$ cat src/rtl/rfa_pkg.sv
// Shared constants and types for the serial register file bridge.
package rfa_pkg;
    localparam int REG_BITS = 32;
    localparam int CNT_W    = 6;
    // Last counter value of a read and of a write transfer.
    localparam logic [CNT_W-1:0] RD_LAST = 6'd34;
    localparam logic [CNT_W-1:0] WR_LAST = 6'd35;

    typedef enum logic [1:0] {
        SEQ_IDLE  = 2'd0,
        SEQ_READ  = 2'd1,
        SEQ_WRITE = 2'd2
    } seq_state_t;
endpackage

$ cat src/rtl/rfa_sequencer.sv
// Transfer sequencer.
// Counts cycles in each read or write transfer and gives out the RAM port
// slots, the load and capture strobes and the RAM word index.
// Assumes RAM_W is a power of two from 2 to 32 and the RAM has one cycle of
// read latency. Requests are accepted only while idle, and reads win ties.
module rfa_sequencer
    import rfa_pkg::*;
#(
    parameter int RAM_W = 2,
    parameter int WIDX  = 4
) (
    input  logic            clk,
    input  logic            rst_n,
    input  logic            rd_req,
    input  logic            wr_req,
    output logic            ready,
    output logic            rd_slot0,
    output logic            rd_slot1,
    output logic            rd_hold_cap,
    output logic            rd_load,
    output logic [WIDX-1:0] rd_word,
    output logic            wr_bit_vld,
    output logic            wr_cap,
    output logic            wr_slot0,
    output logic            wr_slot1,
    output logic [WIDX-1:0] wr_word
);
    localparam int             LW      = $clog2(RAM_W);
    localparam logic [CNT_W-1:0] M6      = CNT_W'(RAM_W - 1);
    localparam logic [CNT_W-1:0] RD1_MAX = CNT_W'(REG_BITS - RAM_W + 1);
    localparam logic [CNT_W-1:0] RD2_MAX = CNT_W'(REG_BITS - RAM_W + 2);
    localparam logic [CNT_W-1:0] WR0_MIN = CNT_W'(RAM_W + 2);
    localparam logic [CNT_W-1:0] WR1_MIN = CNT_W'(RAM_W + 3);

    seq_state_t       state;
    logic [CNT_W-1:0] cnt;
    logic [CNT_W-1:0] c;
    logic [CNT_W-1:0] ph0, ph1, ph2, ph3;
    logic             start_rd, start_wr, in_rd, in_wr;

    // Decode a new request while idle; reads take priority.
    always_comb begin
        start_rd = (state == SEQ_IDLE) && rd_req;
        start_wr = (state == SEQ_IDLE) && wr_req && !rd_req;
        in_rd    = (state == SEQ_READ) || start_rd;
        in_wr    = (state == SEQ_WRITE);
        c        = (state == SEQ_IDLE) ? '0 : cnt;
    end

    // Step the transfer state and the cycle counter.
    always_ff @(posedge clk) begin
        if (!rst_n) begin
            state <= SEQ_IDLE;
            cnt   <= '0;
        end else begin
            case (state)
                SEQ_IDLE: begin
                    if (start_rd) begin
                        state <= SEQ_READ;
                        cnt   <= 6'd1;
                    end else if (start_wr) begin
                        state <= SEQ_WRITE;
                        cnt   <= 6'd1;
                    end
                end
                SEQ_READ: begin
                    if (cnt == RD_LAST) begin
                        state <= SEQ_IDLE;
                        cnt   <= '0;
                    end else begin
                        cnt <= cnt + 6'd1;
                    end
                end
                SEQ_WRITE: begin
                    if (cnt == WR_LAST) begin
                        state <= SEQ_IDLE;
                        cnt   <= '0;
                    end else begin
                        cnt <= cnt + 6'd1;
                    end
                end
                default: begin
                    state <= SEQ_IDLE;
                    cnt   <= '0;
                end
            endcase
        end
    end

    // Work out the phase of the current cycle inside a RAM word, at several offsets.
    always_comb begin
        ph0 = c & M6;
        ph1 = (c - 6'd1) & M6;
        ph2 = (c - 6'd2) & M6;
        ph3 = (c - 6'd3) & M6;
    end

    // Read schedule: ch0 word k is fetched at cycle kW and ch1 at kW+1; both load at kW+2.
    always_comb begin
        rd_slot0    = in_rd && (ph0 == '0) && (c < 6'd32);
        rd_slot1    = in_rd && (c >= 6'd1) && (ph1 == '0) && (c <= RD1_MAX);
        rd_hold_cap = rd_slot1;
        rd_load     = (state == SEQ_READ) && (c >= 6'd2) && (ph2 == '0) && (c <= RD2_MAX);
        rd_word     = rd_slot1 ? WIDX'((c - 6'd1) >> LW) : WIDX'(c >> LW);
    end

    // Write schedule: bits arrive at cycles 2..33; each completed word goes out on ch0 and then on ch1.
    always_comb begin
        wr_bit_vld = in_wr && (c >= 6'd2) && (c <= 6'd33);
        wr_cap     = wr_bit_vld && (ph2 == M6);
        wr_slot0   = in_wr && (c >= WR0_MIN) && (ph2 == '0) && (c <= 6'd34);
        wr_slot1   = in_wr && (c >= WR1_MIN) && (ph3 == '0) && (c <= 6'd35);
        wr_word    = wr_slot1 ? WIDX'(((c - 6'd3) >> LW) - 6'd1)
                              : WIDX'(((c - 6'd2) >> LW) - 6'd1);
    end

    // Acknowledge: read after two cycles, write after one.
    always_comb begin
        ready = ((state == SEQ_READ) && (cnt == 6'd2)) ||
                ((state == SEQ_WRITE) && (cnt == 6'd1));
    end


    ready_one_shot_chk: assert property (@(posedge clk) disable iff (!rst_n)
        ready |=> !ready);

    wr_ready_chk: assert property (@(posedge clk) disable iff (!rst_n)
        (state == SEQ_IDLE && wr_req && !rd_req) |=> ready);

    rd_priority_chk: assert property (@(posedge clk) disable iff (!rst_n)
        (state == SEQ_IDLE && rd_req && wr_req) |=> (!ready && state == SEQ_READ));

    port_conflict_chk: assert property (@(posedge clk) disable iff (!rst_n)
        $onehot0({rd_slot0, rd_slot1, wr_slot0, wr_slot1}));

    busy_hold_chk: assert property (@(posedge clk) disable iff (!rst_n)
        (state == SEQ_READ && cnt != RD_LAST) |=> (state == SEQ_READ));
endmodule

$ cat src/rtl/rfa_rd_lane.sv
// Read lane: turns RAM words into a serial bit stream, LSB first.
// With USE_HOLD set, the word is caught in a holding register one cycle
// before it is loaded. This lets a channel whose fetch slot comes first
// share the port with the other channel.
// Assumes the register address stays stable for the whole transfer.
module rfa_rd_lane #(
    parameter int RAM_W    = 2,
    parameter bit USE_HOLD = 1'b0
) (
    input  logic             clk,
    input  logic             rst_n,
    input  logic [RAM_W-1:0] ram_rdata,
    input  logic             hold_cap,
    input  logic             load,
    input  logic             zero_reg,
    output logic             bit_out
);
    logic [RAM_W-1:0] src;
    logic [RAM_W-1:0] shreg;

    generate
        if (USE_HOLD) begin : g_hold
            logic [RAM_W-1:0] hold_q;
            // Catch the fetched word while it is on the RAM data bus.
            always_ff @(posedge clk) begin
                if (!rst_n)        hold_q <= '0;
                else if (hold_cap) hold_q <= ram_rdata;
            end
            assign src = hold_q;
        end else begin : g_direct
            logic unused_cap;
            assign unused_cap = hold_cap;
            assign src        = ram_rdata;
        end
    endgenerate

    // Load a word (forced to zero for register 0), otherwise shift toward bit 0.
    always_ff @(posedge clk) begin
        if (!rst_n)    shreg <= '0;
        else if (load) shreg <= zero_reg ? '0 : src;
        else           shreg <= {1'b0, shreg[RAM_W-1:1]};
    end

    assign bit_out = shreg[0];
endmodule

$ cat src/rtl/rfa_wr_lane.sv
// Write lane: collects serial bits, LSB first, into RAM-width words.
// When a word completes it moves to a holding register together with its
// write permission, and it stays there until the sequencer's slot for it.
// Assumes the address and enable are steady for the final bit of each word.
module rfa_wr_lane #(
    parameter int RAM_W = 2
) (
    input  logic             clk,
    input  logic             rst_n,
    input  logic             bit_vld,
    input  logic             cap,
    input  logic             bit_in,
    input  logic             en_in,
    input  logic             addr_nonzero,
    output logic [RAM_W-1:0] word_out,
    output logic             word_we
);
    logic [RAM_W-1:0] gather;
    logic [RAM_W-1:0] next_gather;

    assign next_gather = {bit_in, gather[RAM_W-1:1]};

    // Shift each arriving bit in at the top.
    always_ff @(posedge clk) begin
        if (!rst_n)       gather <= '0;
        else if (bit_vld) gather <= next_gather;
    end

    // Latch the finished word and decide whether it may be written.
    always_ff @(posedge clk) begin
        if (!rst_n) begin
            word_out <= '0;
            word_we  <= 1'b0;
        end else if (cap) begin
            word_out <= next_gather;
            word_we  <= en_in && addr_nonzero;
        end
    end
endmodule

$ cat src/rtl/regfile_ram_bridge.sv
// Serial register file to word RAM bridge (top).
// Connects two serial read channels and two serial write channels to one
// single-port RAM of width RAM_W, which must have one cycle of read latency.
// Register r is stored at RAM words {r, k}. Addresses are 5 bits, plus 1
// when CSR_EN is set. Register 0 reads as zero and is never written.
module regfile_ram_bridge #(
    parameter int RAM_W  = 2,
    parameter int CSR_EN = 1,
    localparam int AW     = 5 + CSR_EN,
    localparam int WIDX   = (RAM_W == 32) ? 1 : $clog2(32 / RAM_W),
    localparam int RAM_AW = AW + ((RAM_W == 32) ? 0 : WIDX)
) (
    input  logic              clk,
    input  logic              rst_n,
    input  logic              rd_req,
    input  logic              wr_req,
    output logic              ready,
    input  logic [AW-1:0]     rd_addr0,
    input  logic [AW-1:0]     rd_addr1,
    output logic              rd_bit0,
    output logic              rd_bit1,
    input  logic [AW-1:0]     wr_addr0,
    input  logic [AW-1:0]     wr_addr1,
    input  logic              wr_en0,
    input  logic              wr_en1,
    input  logic              wr_bit0,
    input  logic              wr_bit1,
    output logic [RAM_AW-1:0] ram_addr,
    output logic [RAM_W-1:0]  ram_wdata,
    output logic              ram_we,
    input  logic [RAM_W-1:0]  ram_rdata
);
    logic            rd_slot0, rd_slot1, rd_hold_cap, rd_load;
    logic            wr_bit_vld, wr_cap, wr_slot0, wr_slot1;
    logic [WIDX-1:0] rd_word, wr_word;
    logic [RAM_W-1:0] hold_w0, hold_w1;
    logic            hold_we0, hold_we1;
    logic [AW-1:0]   sel_reg;
    logic [WIDX-1:0] sel_word;

    rfa_sequencer #(.RAM_W(RAM_W), .WIDX(WIDX)) u_seq (
        .clk(clk), .rst_n(rst_n), .rd_req(rd_req), .wr_req(wr_req), .ready(ready),
        .rd_slot0(rd_slot0), .rd_slot1(rd_slot1), .rd_hold_cap(rd_hold_cap),
        .rd_load(rd_load), .rd_word(rd_word), .wr_bit_vld(wr_bit_vld),
        .wr_cap(wr_cap), .wr_slot0(wr_slot0), .wr_slot1(wr_slot1), .wr_word(wr_word)
    );

    rfa_rd_lane #(.RAM_W(RAM_W), .USE_HOLD(1'b1)) u_rd0 (
        .clk(clk), .rst_n(rst_n), .ram_rdata(ram_rdata), .hold_cap(rd_hold_cap),
        .load(rd_load), .zero_reg(rd_addr0 == '0), .bit_out(rd_bit0)
    );

    rfa_rd_lane #(.RAM_W(RAM_W), .USE_HOLD(1'b0)) u_rd1 (
        .clk(clk), .rst_n(rst_n), .ram_rdata(ram_rdata), .hold_cap(1'b0),
        .load(rd_load), .zero_reg(rd_addr1 == '0), .bit_out(rd_bit1)
    );

    rfa_wr_lane #(.RAM_W(RAM_W)) u_wr0 (
        .clk(clk), .rst_n(rst_n), .bit_vld(wr_bit_vld), .cap(wr_cap), .bit_in(wr_bit0),
        .en_in(wr_en0), .addr_nonzero(wr_addr0 != '0), .word_out(hold_w0), .word_we(hold_we0)
    );

    rfa_wr_lane #(.RAM_W(RAM_W)) u_wr1 (
        .clk(clk), .rst_n(rst_n), .bit_vld(wr_bit_vld), .cap(wr_cap), .bit_in(wr_bit1),
        .en_in(wr_en1), .addr_nonzero(wr_addr1 != '0), .word_out(hold_w1), .word_we(hold_we1)
    );

    // Hand the single RAM port to whichever channel owns this cycle's slot.
    always_comb begin
        sel_reg   = '0;
        sel_word  = '0;
        ram_we    = 1'b0;
        ram_wdata = '0;
        if (rd_slot0) begin
            sel_reg  = rd_addr0;
            sel_word = rd_word;
        end else if (rd_slot1) begin
            sel_reg  = rd_addr1;
            sel_word = rd_word;
        end else if (wr_slot0) begin
            sel_reg   = wr_addr0;
            sel_word  = wr_word;
            ram_we    = hold_we0;
            ram_wdata = hold_w0;
        end else if (wr_slot1) begin
            sel_reg   = wr_addr1;
            sel_word  = wr_word;
            ram_we    = hold_we1;
            ram_wdata = hold_w1;
        end
    end

    generate
        if (RAM_W == 32) begin : g_whole
            logic unused_word;
            assign unused_word = ^sel_word;
            assign ram_addr    = sel_reg;
        end else begin : g_split
            assign ram_addr = {sel_reg, sel_word};
        end
    endgenerate


    zero_reg_wr_chk: assert property (@(posedge clk) disable iff (!rst_n)
        ram_we |-> (sel_reg != '0));

    we_in_slot_chk: assert property (@(posedge clk) disable iff (!rst_n)
        ram_we |-> (wr_slot0 || wr_slot1));
endmodule

$ cat config.mk
export PLATFORM = sky130hd
export DESIGN_NAME = regfile_ram_bridge
export DESIGN_NICKNAME = d
export VERILOG_FILES = /design/src/rtl/rfa_pkg.sv /design/src/rtl/rfa_sequencer.sv /design/src/rtl/rfa_rd_lane.sv /design/src/rtl/rfa_wr_lane.sv /design/src/rtl/regfile_ram_bridge.sv
export SDC_FILE = /design/constraint.sdc
export NUM_CORES = 1
export LEC_CHECK = 0
export ABC_AREA = 1
export BUFFER_PORTS_ARGS = -buffer_cell sky130_fd_sc_hd__buf_4
export CAP_MARGIN = 5
export CORE_MARGIN = 2
export CORE_UTILIZATION = 43
export CTS_BUF_LIST = sky130_fd_sc_hd__clkbuf_2
export CTS_CLUSTER_SIZE = 16
export DETAILED_ROUTE_END_ITERATION = 8
export GPL_TIMING_DRIVEN = 0
export HOLD_SLACK_MARGIN = 0.02
export PLACE_DENSITY = 0.79
export SYNTH_ARGS = -nofsm -noshare
export SYNTH_HDL_FRONTEND = slang
export SYNTH_HIERARCHICAL = 1
export SYNTH_SLANG_ARGS = --single-unit
$ cat constraint.sdc
create_clock -name clk -period 3.15 [get_ports clk]
set_clock_uncertainty 0.1 [all_clocks]
set_input_delay 0.63 -clock clk [delete_from_list [all_inputs] [get_ports clk]]
set_output_delay 0.63 -clock clk [all_outputs]
set_load 0.03 [all_outputs]
==> out/results.ini <==
[detailed_routing]
wl_per_cell_microns = 11.9
vias_per_cell = 5.02
met2_length_microns = 2380
via_count = 2103
wl_met1_microns = 2280
route.met3.wl_microns = 261
drt_iter0_markers = 129
finalWirelength_microns = 4980
antenna_left = 0
drtPass1Iterations = 4
drc = 0
top_layer = met4

[layout]
fin_cells = 419
drive_gt1_frac = 0.317
fill_cells = 394
post-route-util = 0.619
area_growth_pct = 37.1
nNetsFinal = 409
stdcell_area_sq_mm = 0.00249
antenna_cells = 0

[timing]
fmax_mhz = 329
rsz0062_at_grt = yes
final.setup.worst_slack_ps = 109
timing.setup.tns_ps = 0
maxSlewHeadroom = 0.695
period_share = 0.966
setup_viol = 0
drv_slew = 0
final-hold-violation-count = 0
worst_slew_pin_slew_ps = 456
period_needed_ps = 3040

[clock_tree]
clock-sinks = 22
htreeDepth = 1
cts-buffers-inserted = 3
cts_tree = done
max-clock-path-buffers = 2
path_clk_slew_ps = 210
clk_latency_ps = 330
clockRootBuffer = clkbuf_2
cts_hold_buf = 0

[logic_synthesis]
synth_area_sq_mm = 0.00182
yosysWarnings = 6
synthCells = 302
avgSynthCellArea_sq_um = 6.02
syn_nets = 341

[setup_path]
worst-setup-path-type = reg2out
path_delay_family = simple AND/OR/NAND/NOR gates
timing.rr.start = u_seq/state[1]$_SDFFE_PN0P_
critical-path-max-stage-delay_ps = 410
worstRegToRegCells = 14
critPathLaunch = u_seq/state[1]$_SDFFE_PN0P_
endpoint = ram_wdata[0]
crit_buf_inv = 5
cp.required_ps = 2420
r2r_slack_ps = 980
critPathMaxFanout = 5
crit_cells = 15
start_kind = register
path_cells = inv_2 > nand2_4 > nand2_4 > inv_4 > ha_2 > nand2_1 > nor2_2 > nor2_1 > nor4_2 > buf_4 > buf_6 > nor2_4 > nand2_1 > a21oi_2 > buf_4
slowest_stage = dfxtp_4
setup.worst_path.end_class = primary output
arrival_ps = 2310
r2r-end = u_wr1/word_out[0]$_SDFFE_PN0P_

[floorplanning]
io_pins = 50
die_w_microns = 69.0
coreArea_sq_mm = 0.00403
dieArea_sq_mm = 0.00477
num_rows = 23
die_y_microns = 69.0
initial_core_util = 0.452

[run]
maxCapViolations = 0

[power_and_ir_drop]
p_leak_uw = 0.00127
p_per_area_mw_per_mm2 = 301
ir_drop_mv = 0.315

[placed_design]
post-place-ws_ps = 41.9
portBuffers = 49
hpwl_microns = 3590
placed_cell_area_sq_mm = 0.00225
globalplace.congestion = 0.845
dp.cells = 402

[global_routing]
grt_pass1_vias = 1820
grtUsageTotal = 0.188
overflow = 0
grt_pass1_wl_microns = 7650
antenna_found_initial = 0
grt_start_max_net_pins = 19

[min_path]
whs_path_depth = 2
min_from = u_rd1/shreg[1]$_SDFF_PP0_
hp-class = reg2reg

[run_status]
status = finished clean

[cells in the final DEF, fill, tap and decap left out, types with 2 or more instances in the layout]
cell type	instances
nand2_1	79
inv_2	9
o21ai_2	3
dfxtp_1	19
dfxtp_2	2
nand3_2	2
clkbuf_2	3
buf_6	7
ha_1	4
nand2_4	3
inv_1	32
nand3_1	27
nand3b_1	3
nor3_1	2
o21ai_0	10
xor2_1	4
inv_4	2
nand4_1	3
a21oi_1	20
nor2_4	4
a21oi_2	4
nor2_2	4
nor2_1	41
buf_4	60
o21ai_1	2
nand2_2	4
[worst reg2reg max path, cell delays in order, from the launching register on]
cell	delay [ps]
dfxtp_4	420
inv_2	60
nand2_4	110
nand2_4	80
inv_4	80
ha_2	170
nand2_1	60
nor2_2	120
nand3_1	80
nand3_1	90
nand2_1	90
nor2_1	370
inv_2	120
nor2_1	120
nor2_1	50
[power breakdown]
| part | switching, uW | leakage, uW | total (uW) | internal, uW |
|---|---|---|---|---|
| Clock | 87.6 | 0.0000266 | 197 | 109 |
| Combinational | 146 | 0.00107 | 254 | 108 |
| Sequential | 11.9 | 0.000179 | 299 | 287 |
| Total | 245 | 0.00127 | 750 | 504 |
[per-layer routing]
| metal | up-vias | track usage |
|---|---|---|
| met2 | 65 | 0.316 |
| met5 | - | 0 |
| met1 | 938 | 0.246 |
| met4 | 0 | 0.0654 |
| li1 | 1096 | - |
| met3 | 4 | 0.0219 |
[per-stage QoR]
stage | power (uW) | hold WS, ps
2_1_floorplan | 431 | 329
3_3_place_gp | 510 | 340
3_5_place_dp | 514 | 348
4_1_cts | 724 | 373
5_1_grt | 790 | 359
6_report | 750 | 369
[repair_timing]
item / in CTS / in global routing
gates cloned: 1 / 0
gates resized for setup: 14 / 17
endpoints found under the setup margin: 13 / 13
setup buffers: 4 / 8
endpoints found under the hold margin: 0 / 0
pin swaps: 2 / 4
[sequential cells by signal, indices dropped and copies added, names as in the netlist, 2 cells and up]
register,count
u_seq/state,2
u_wr0/word_out,2
u_rd1/shreg,2
u_rd0/shreg,2
u_seq/cnt,6
u_rd0/g_hold.hold_q,2
u_wr1/word_out,2
[worst min path at each step]
stage,endpoint,slack [ps]
3_3_place_gp,u_rd1/shreg[0]$_SDFF_PN0_,340
3_5_place_dp,u_rd1/shreg[0]$_SDFF_PN0_,350
5_1_grt,u_rd1/shreg[1]$_SDFF_PP0_,360
6_report,u_rd1/shreg[0]$_SDFF_PN0_,370
4_1_cts,u_rd1/shreg[0]$_SDFF_PN0_,370
2_1_floorplan,u_rd0/shreg[1]$_SDFF_PP0_,330
[final cells by class]
| class | instances | area, sq um | share of cell area |
|---|---|---|---|
| Multi-Input combinational cell | 231 | 1230 | 0.495 |
| Timing Repair Buffer | 63 | 488 | 0.196 |
| Sequential cell | 22 | 447 | 0.179 |
| Inverter | 43 | 166 | 0.0667 |
| Tap cell | 50 | 62.6 | 0.0251 |
| Buffer | 6 | 50.0 | 0.0201 |
| Clock inverter | 1 | 30.0 | 0.0120 |
| Clock buffer | 3 | 15.0 | 0.00602 |
(Power assumes the default switching activity.)
